===== src/rtl/mdm_pkg.sv =====
package mdm_pkg;
  localparam int NUM_LINES = 4;

  // line index == flag bit position, level bit = index + STAT_LVL_LSB
  localparam int LN_CTS = 0;
  localparam int LN_DSR = 1;
  localparam int LN_RI  = 2;
  localparam int LN_DCD = 3;

  localparam int STAT_FLAG_LSB = 0;
  localparam int STAT_LVL_LSB  = 4;
  localparam int STAT_FLOW_BIT = 8;

  localparam int CTRL_DTR_BIT  = 0;
  localparam int CTRL_RTS_BIT  = 1;
  localparam int CTRL_AUTO_BIT = 5;

  typedef enum logic [0:0] {
    EDGE_ANY  = 1'b0,
    EDGE_FALL = 1'b1
  } edge_kind_e;

  function automatic edge_kind_e line_edge_kind(input int idx);
    return (idx == LN_RI) ? EDGE_FALL : EDGE_ANY;
  endfunction
endpackage


===== src/rtl/mdm_sync.sv =====
module mdm_sync #(
  parameter int WIDTH  = 4,
  parameter int STAGES = 2
) (
  input  logic             clk,
  input  logic             rst_n,
  input  logic [WIDTH-1:0] async_i,
  output logic [WIDTH-1:0] sync_o
);
  logic [WIDTH-1:0] stage_q [STAGES];
  logic [WIDTH-1:0] stage_d [STAGES];

  for (genvar s = 0; s < STAGES; s++) begin : g_stage
    if (s == 0) begin : g_first
      assign stage_d[s] = async_i;
    end else begin : g_rest
      assign stage_d[s] = stage_q[s-1];
    end

    always_ff @(posedge clk or negedge rst_n) begin
      if (!rst_n) stage_q[s] <= '0;
      else        stage_q[s] <= stage_d[s];
    end
  end

  assign sync_o = stage_q[STAGES-1];
endmodule


===== src/rtl/mdm_delta_flags.sv =====
module mdm_delta_flags
  import mdm_pkg::*;
#(
  parameter int LINES = NUM_LINES
) (
  input  logic             clk,
  input  logic             rst_n,
  input  logic [LINES-1:0] lvl_i,
  input  logic [LINES-1:0] clr_i,
  output logic [LINES-1:0] flag_o
);
  logic [LINES-1:0] prev_q;
  logic [LINES-1:0] evt;
  logic [LINES-1:0] flag_d;
  logic [LINES-1:0] flag_en;
  logic [LINES-1:0] flag_q;

  for (genvar i = 0; i < LINES; i++) begin : g_line
    if (line_edge_kind(i) == EDGE_FALL) begin : g_fall
      assign evt[i] = prev_q[i] & ~lvl_i[i];
    end else begin : g_any
      assign evt[i] = prev_q[i] ^ lvl_i[i];
    end
  end

  // a detected edge wins over a clear in the same cycle
  always_comb begin
    flag_en = evt | clr_i;
    flag_d  = evt | (flag_q & ~clr_i);
  end

  always_ff @(posedge clk or negedge rst_n) begin
    if (!rst_n) prev_q <= '0;
    else        prev_q <= lvl_i;
  end

  always_ff @(posedge clk or negedge rst_n) begin
    if (!rst_n) begin
      flag_q <= '0;
    end else begin
      for (int b = 0; b < LINES; b++) begin
        if (flag_en[b]) flag_q[b] <= flag_d[b];
      end
    end
  end

  assign flag_o = flag_q;
endmodule


===== src/rtl/mdm_ctrl_regs.sv =====
module mdm_ctrl_regs (
  input  logic clk,
  input  logic rst_n,
  input  logic ctrl_we,
  input  logic stat_we,
  input  logic dtr_wr,
  input  logic rts_wr,
  input  logic auto_wr,
  input  logic flow_wr,
  output logic dtr_o,
  output logic rts_o,
  output logic auto_o,
  output logic flow_o
);
  logic [2:0] ctrl_q, ctrl_d;
  logic       flow_q, flow_d;

  always_comb begin
    ctrl_d = {auto_wr, rts_wr, dtr_wr};
    flow_d = flow_wr;
  end

  always_ff @(posedge clk or negedge rst_n) begin
    if (!rst_n)       ctrl_q <= '0;
    else if (ctrl_we) ctrl_q <= ctrl_d;
  end

  always_ff @(posedge clk or negedge rst_n) begin
    if (!rst_n)       flow_q <= 1'b0;
    else if (stat_we) flow_q <= flow_d;
  end

  assign dtr_o  = ctrl_q[0];
  assign rts_o  = ctrl_q[1];
  assign auto_o = ctrl_q[2];
  assign flow_o = flow_q;
endmodule


===== src/rtl/modem_delta_unit.sv =====
module modem_delta_unit
  import mdm_pkg::*;
#(
  parameter int              ADDR_W      = 8,
  parameter int              DATA_W      = 32,
  parameter int              SYNC_STAGES = 2,
  parameter logic [ADDR_W-1:0] CTRL_OFS  = 8'h24,
  parameter logic [ADDR_W-1:0] STAT_OFS  = 8'h28
) (
  input  logic              clk,
  input  logic              rst_n,
  input  logic              line_cts,
  input  logic              line_dsr,
  input  logic              line_ri,
  input  logic              line_dcd,
  input  logic              reg_wr_en,
  input  logic [ADDR_W-1:0] reg_addr,
  input  logic [DATA_W-1:0] reg_wdata,
  output logic [DATA_W-1:0] reg_rdata,
  output logic              dtr_pin_n,
  output logic              rts_pin_n,
  output logic              autoflow_en,
  output logic              flow_mode,
  output logic              delta_irq
);
  localparam int FLAG_MSB = STAT_FLAG_LSB + NUM_LINES - 1;
  localparam int LVL_MSB  = STAT_LVL_LSB + NUM_LINES - 1;

  // reset: asserted asynchronously, released after two edges
  logic rst_meta_q, rst_core_n;

  always_ff @(posedge clk or negedge rst_n) begin
    if (!rst_n) begin
      rst_meta_q <= 1'b0;
      rst_core_n <= 1'b0;
    end else begin
      rst_meta_q <= 1'b1;
      rst_core_n <= rst_meta_q;
    end
  end

  logic [NUM_LINES-1:0] line_raw;
  logic [NUM_LINES-1:0] lvl_sync;
  logic [NUM_LINES-1:0] flag_q;
  logic [NUM_LINES-1:0] clr_mask;

  always_comb begin
    line_raw         = '0;
    line_raw[LN_CTS] = line_cts;
    line_raw[LN_DSR] = line_dsr;
    line_raw[LN_RI]  = line_ri;
    line_raw[LN_DCD] = line_dcd;
  end

  mdm_sync #(
    .WIDTH  (NUM_LINES),
    .STAGES (SYNC_STAGES)
  ) u_sync (
    .clk     (clk),
    .rst_n   (rst_core_n),
    .async_i (line_raw),
    .sync_o  (lvl_sync)
  );

  logic ctrl_we, stat_we;

  always_comb begin
    ctrl_we  = reg_wr_en && (reg_addr == CTRL_OFS);
    stat_we  = reg_wr_en && (reg_addr == STAT_OFS);
    clr_mask = stat_we ? reg_wdata[FLAG_MSB:STAT_FLAG_LSB] : '0;
  end

  mdm_delta_flags #(
    .LINES (NUM_LINES)
  ) u_flags (
    .clk    (clk),
    .rst_n  (rst_core_n),
    .lvl_i  (lvl_sync),
    .clr_i  (clr_mask),
    .flag_o (flag_q)
  );

  logic dtr_q, rts_q, auto_q, flow_q;

  mdm_ctrl_regs u_ctrl (
    .clk     (clk),
    .rst_n   (rst_core_n),
    .ctrl_we (ctrl_we),
    .stat_we (stat_we),
    .dtr_wr  (reg_wdata[CTRL_DTR_BIT]),
    .rts_wr  (reg_wdata[CTRL_RTS_BIT]),
    .auto_wr (reg_wdata[CTRL_AUTO_BIT]),
    .flow_wr (reg_wdata[STAT_FLOW_BIT]),
    .dtr_o   (dtr_q),
    .rts_o   (rts_q),
    .auto_o  (auto_q),
    .flow_o  (flow_q)
  );

  logic unused_wdata;
  assign unused_wdata = ^{reg_wdata[DATA_W-1:STAT_FLOW_BIT+1],
                          reg_wdata[LVL_MSB:STAT_LVL_LSB]};

  logic [DATA_W-1:0] ctrl_word, stat_word;

  always_comb begin
    ctrl_word                 = '0;
    ctrl_word[CTRL_DTR_BIT]   = dtr_q;
    ctrl_word[CTRL_RTS_BIT]   = rts_q;
    ctrl_word[CTRL_AUTO_BIT]  = auto_q;

    stat_word                               = '0;
    stat_word[FLAG_MSB:STAT_FLAG_LSB]       = flag_q;
    stat_word[LVL_MSB:STAT_LVL_LSB]         = lvl_sync;
    stat_word[STAT_FLOW_BIT]                = flow_q;

    if (reg_addr == CTRL_OFS)      reg_rdata = ctrl_word;
    else if (reg_addr == STAT_OFS) reg_rdata = stat_word;
    else                           reg_rdata = '0;
  end

  assign dtr_pin_n   = ~dtr_q;
  assign rts_pin_n   = ~rts_q;
  assign autoflow_en = auto_q;
  assign flow_mode   = flow_q;
  assign delta_irq   = |flag_q;
endmodule


===== config.mk =====
export PLATFORM = sky130hd
export DESIGN_NAME = modem_delta_unit
export DESIGN_NICKNAME = d
export VERILOG_FILES = /design/src/rtl/mdm_pkg.sv /design/src/rtl/mdm_sync.sv /design/src/rtl/mdm_delta_flags.sv /design/src/rtl/mdm_ctrl_regs.sv /design/src/rtl/modem_delta_unit.sv
export SDC_FILE = /design/constraint.sdc
export NUM_CORES = 1
export LEC_CHECK = 0
export ABC_AREA = 1
export BUFFER_PORTS_ARGS = -buffer_cell sky130_fd_sc_hd__buf_2
export CAP_MARGIN = 20
export CORE_AREA = 2 2 63 53
export CTS_BUF_LIST = sky130_fd_sc_hd__clkbuf_4 sky130_fd_sc_hd__clkbuf_8 sky130_fd_sc_hd__clkbuf_16
export CTS_CLUSTER_SIZE = 10
export DETAILED_ROUTE_END_ITERATION = 16
export DIE_AREA = 0 0 65 55
export GPL_TIMING_DRIVEN = 0
export PLACE_DENSITY_LB_ADDON = 0.05
export RECOVER_POWER = 25
export REMOVE_ABC_BUFFERS = 1
export SLEW_MARGIN = 20
export SYNTH_ARGS = -nofsm -noshare
export SYNTH_HDL_FRONTEND = slang
export SYNTH_SLANG_ARGS = --single-unit
export TNS_END_PERCENT = 1

===== constraint.sdc =====
create_clock -name clk -period 1.2 [get_ports clk]
set_input_delay 0.24 -clock clk [delete_from_list [all_inputs] [get_ports clk]]
set_output_delay 0.24 -clock clk [all_outputs]
set_load 0.05 [all_outputs]

Word-level counts from Yosys, hierarchy flattened
Cells that the tools add are included.
{ "word_totals": {"reg_bits": 22, "input_bits": 47, "word_cells": 30} }
{ "op_classes": {"eq_ne": 2, "n_mux": 3, "bitwise": 11, "reduce_logical": 3} }
{ "ops": {"columns": ["cell", "count"], "rows": [
  ["$mux 32", 1],
  ["$eq 8x6->1 const B", 2],
  ["$mux 9", 1],
  ["$or 4x4->4", 2],
  ["$and 4x4->4", 1],
  ["$mux 4", 1],
  ["$not 4->4", 1],
  ["$reduce_or 4->1", 1],
  ["$not 1->1", 3],
  ["$xor 1x1->1", 3],
  ["$logic_and 1x1->1", 2],
  ["$and 1x1->1", 1]
]} }

Longest topological paths before layout
{ "logic_depth": {"depth_word": 6, "ltp_mapped": 6, "depth_no_buf": 6} }

Cells and area by module
Synthesis repeated with hierarchy kept, for this count alone.
{ "hier_totals": {"hier_cells": 139, "hier_area_um2": 1134.8} }
{ "by_module_without_submodules": {"columns": ["mod", "instances", "cells_each", "area_each_um2", "seq_area_each_um2"], "rows": [
  ["modem_delta_unit", 1, 80, 483.0, 50.0],
  ["mdm_delta_flags", 1, 33, 299.0, 200.2],
  ["mdm_sync", 1, 8, 200.2, 200.2],
  ["mdm_ctrl_regs", 1, 18, 152.6, 100.1]
]} }

Worst setup path after synthesis
Ideal clock, no wire load.
{ "synth_path": {"path_kind": "input to output", "startpoint": "input reg_addr[4]", "endpoint": "output reg_rdata[0]", "t_arrival_ns": 1.415, "required_ns": 0.960, "path_slack_ns": -0.455, "cell_stages": 5, "cell_sequence": "inv_1 nand2_2 nor2_8 nand2_4 o22ai_1"} }
{ "synth_via": {"elab_chain_cells": 3, "elab_cells_between_ends": 4, "classes_between": "2 x eq/ne; 2 x mux"} }
{ "synth_lines": {"columns": ["element", "line", "source"], "rows": [
  ["start: declaration", "modem_delta_unit.sv:17", "input logic [ADDR_W-1:0] reg_addr,"],
  ["$eq 8x6->1", "modem_delta_unit.sv:118", "else if (reg_addr == STAT_OFS) reg_rdata = stat_word;"],
  ["$mux 9", "modem_delta_unit.sv:118", null],
  ["$mux 32 *", "modem_delta_unit.sv:117", "if (reg_addr == CTRL_OFS) reg_rdata = ctrl_word;"],
  ["end: declaration", "modem_delta_unit.sv:19", "output logic [DATA_W-1:0] reg_rdata,"]
]} }
Every way passes the cells marked *; elsewhere a longest branch is shown, timed or not.

Worst setup path after layout
{ "layout_path": {"startpoint": "input reg_addr[2]", "endpoint": "output reg_rdata[1]"} }
The elaborated chain is that of the path after synthesis.

==> results.md <==
* Status: finished with violations
* Failing checks: negative setup slack
* Global-route wire length before repair at 3060 um
* Flop pwr share at 48.5%
* Most area-hungry cell type in the Yosys netlist: dfrtp_1
* Placed cell area at 1220 um2
* Routed vias at 795
* Warnings from Yosys at 0
* Sw Pwr at 499 uW
* DR iter-0 viols at 7
* Placeable Area at 2950 um2
* Yosys top cell area share at 50.3%
* Setup ws final at -0.118 ns
* Number of global-route vias before repair at 723
* # setup viols final at 10
* Hold path cells at 1
* Post-DP HPWL at 1380 um
* Wirelength per Cell at 9.72 um
* Detailed Route WL at 1960 um
* CTS Buf Count at 3
* Die width at 65 um
* Largest net degree at the start of global routing at 21
* Die Ht at 55 um
* Part of the power in combinational logic at 20.3%
* CTS Sinks at 22
* GPL Wtd Cong at 0.737
* Area of the mapped netlist at 1090 um2
* Fin crit share at 110%
* Fraction of registers with async set/reset at 100%
* Worst path slowest cell: nor2_4
* Clock Tree Root: clkbuf_8
* Total GRT Usage at 11.4%
* Clk slew on worst S/H paths at 0.07 ns
* Maximum fanout along the worst path at 8
* Most area-consuming cells after synthesis: dfrtp_1 50%, buf_4 16%, inv_1 7.2%
* Main synth FF type: dfrtp_1
* Port bufs at 34
* Commonest cells post-synth: 23 x buf_4, 22 x dfrtp_1, 21 x inv_1
* Worst vdd ir at 908 uV
* Crit Path Class: input port to output port
* Clock share of power at 31.2%
* Switching Fraction at 30.3%
* Power density cells at 1060 nW/um2
* Top-count cell post-synth: buf_4
* Hold Crit Class: input port to flip-flop
* RSZ-0062 raised after global routing: yes
* Antenna violations before repair at 0
* Gate Count Post-Synth at 116
* Skew final at 0.00189 ns
* Final Hold Vio Count at 0
* Layout cells sized above 1 at 43.2%
* Slew @ Worst Pin at 0.786 ns
* Max-slew violation count at 0
* Cell Int Power at 1.15 mW
* # rows at 18
* Post-synth cell types at 17
* Drt first pass iters at 4
* Fin Setup TNS at -0.865 ns
* Number of remaining DRC errors at 0
* Critical Path Start Type: input port
* Req. time, crit path at 0.96 ns
* N_diodes at 0
* Clk Latency, worst-skew pair at 0.26 ns
* Pre-CTS setup slack at -0.317 ns
* Worst slew margin at 47.6%
* DIE AREA at 3580 um2
* Crit path top cell by count: buf_6
* Vias per cell at 3.94
* CTS tree: yes
* Clk buf depth at 2
* Sequential-to-total area share from yosys stat at 50.3%
* ANT nets after route at 0
* Initial core utilization at 37.1%
* Max_cap viols at 0
* LEAKAGE at 0.819 nW
* I/O pin count at 84
* Overall power at 1.64 mW
* Area Growth Syn to Fin at 41.3%
* Crit-path cells: buf_6 -> inv_2 -> nand2_2 -> nor2_4 -> nand2_8 -> o22ai_4 -> buf_6
* Number of synthesized register bits at 22
* Design Area, Final at 1550 um2
* Cells on worst reg2reg path at 0
* CP arrival at 1.08 ns
* Mean Syn Cell Area at 9.43 um2
* Peak Freq at 0.759 GHz
* CP endpoint kind: output port
* Slowest stage delay, CP at 0.20 ns
* Final Net Count at 210
* EDFF count, synth at 0
* Gr ovfl total at 0
* Final worst path period need at 1.32 ns
* Htree depth at 1
==> state kept, by name (all words and copies together), names as in the netlist <==
register        count
u_sync.sync_o       4
rst_meta_q          1
u_flags.prev_q      4
rst_core_n          1
u_sync.stage_d      4
u_ctrl.flow_o       1
u_flags.flag_o      4
u_ctrl.ctrl_q       3
==> power groups by stage <==
stage	Combinational [mW]	Sequential, mW	Clock (mW)
finish	0.334	0.798	0.513
global route	0.353	0.806	0.569
CTS	0.317	0.800	0.539
detailed placement	0.282	0.814	0
global placement	0.280	0.812	0
floorplan	0.220	0.818	0
==> layout make-up <==
class | instances | area [um2]
Timing Repair Buffer | 43 | 363
Sequential cell | 22 | 551
Tap cell | 40 | 50.0
Fill cell | 267 | 1410
Clock buffer | 4 | 55.1
Multi-Input combinational cell | 72 | 438
Inverter | 21 | 88.8
==> layer usage <==
| metal | global-route usage [%] | part of all wire [%] | up-vias |
|---|---|---|---|
| met2 | 19.8 | 47 | 42 |
| li1 | - | - | 397 |
| met1 | 13.7 | 42 | 353 |
| met5 | 0 | 0 | - |
| met3 | 3.44 | 9.4 | 3 |
| met4 | 4.26 | 0.97 | 0 |
==> worst max-delay path: cells and delay by family <==
family | cells | cell delay [ns]
buf+inv | 3 | 0.31
simple gates | 3 | 0.36
compound gates | 1 | 0.16
==> worst paths after layout <==
check / slack, ns / end / start
setup / recovery: -0.12 / reg_rdata[1] / reg_addr[2]
hold / removal: 0.08 / u_sync.stage_d[1] / line_dsr
setup reg to reg: 0.38 / u_sync.sync_o[3] / rst_core_n
hold reg to reg: 0.33 / u_flags.prev_q[0] / rst_core_n
max in group asynchronous: 0.38 / u_sync.sync_o[3] / rst_core_n
min in group asynchronous: 0.29 / rst_meta_q / rst_n
==> repair_timing <==
action | CTS | global route
setup buffers | 6 | 2
gates cloned | 0 | 0
pin swaps | 8 | 7
resized for setup | 46 | 13
hold buffers | 1 | 0
hold endpoints to repair | 2 | 0
endpoints found under the setup margin | 12 | 10
==> per-stage QoR <==
step / hold WS (ns) / std cells / util [%]
finish: 0.0827 / 202 / 52.4
global route: 0.0668 / 202 / 52.4
CTS: 0.0741 / 200 / 50.1
detailed placement: 0.0271 / 189 / 41.5
global placement: 0.0251 / 189 / 41.5
floorplan: -0.0556 / 115 / -
==> cell families after synthesis <==
kind of cell | Yosys count | share of synthesized area, %
XOR/XNOR | 3 | 2.40
other | 2 | 0.687
AND/OR/NAND/NOR | 39 | 20.6
AO/OA/AOI/OAI | 6 | 2.97
flip-flops | 22 | 50.3
buffers and inverters | 44 | 23.0
==> placed cells by master, fill, tap and decap left out, types with 2 or more instances in the layout <==
cell type	count
dfrtp_1	22
nand3_1	2
buf_4	5
inv_2	6
nand2_2	3
o21ai_1	4
nor2_4	2
buf_6	21
nor2_1	5
buf_2	15
nand2_4	3
o22ai_4	2
nand4_1	5
inv_1	11
xnor2_1	3
conb_1	24
inv_4	4
nand2_1	14
clkbuf_8	4
(Power assumes the default switching activity.)
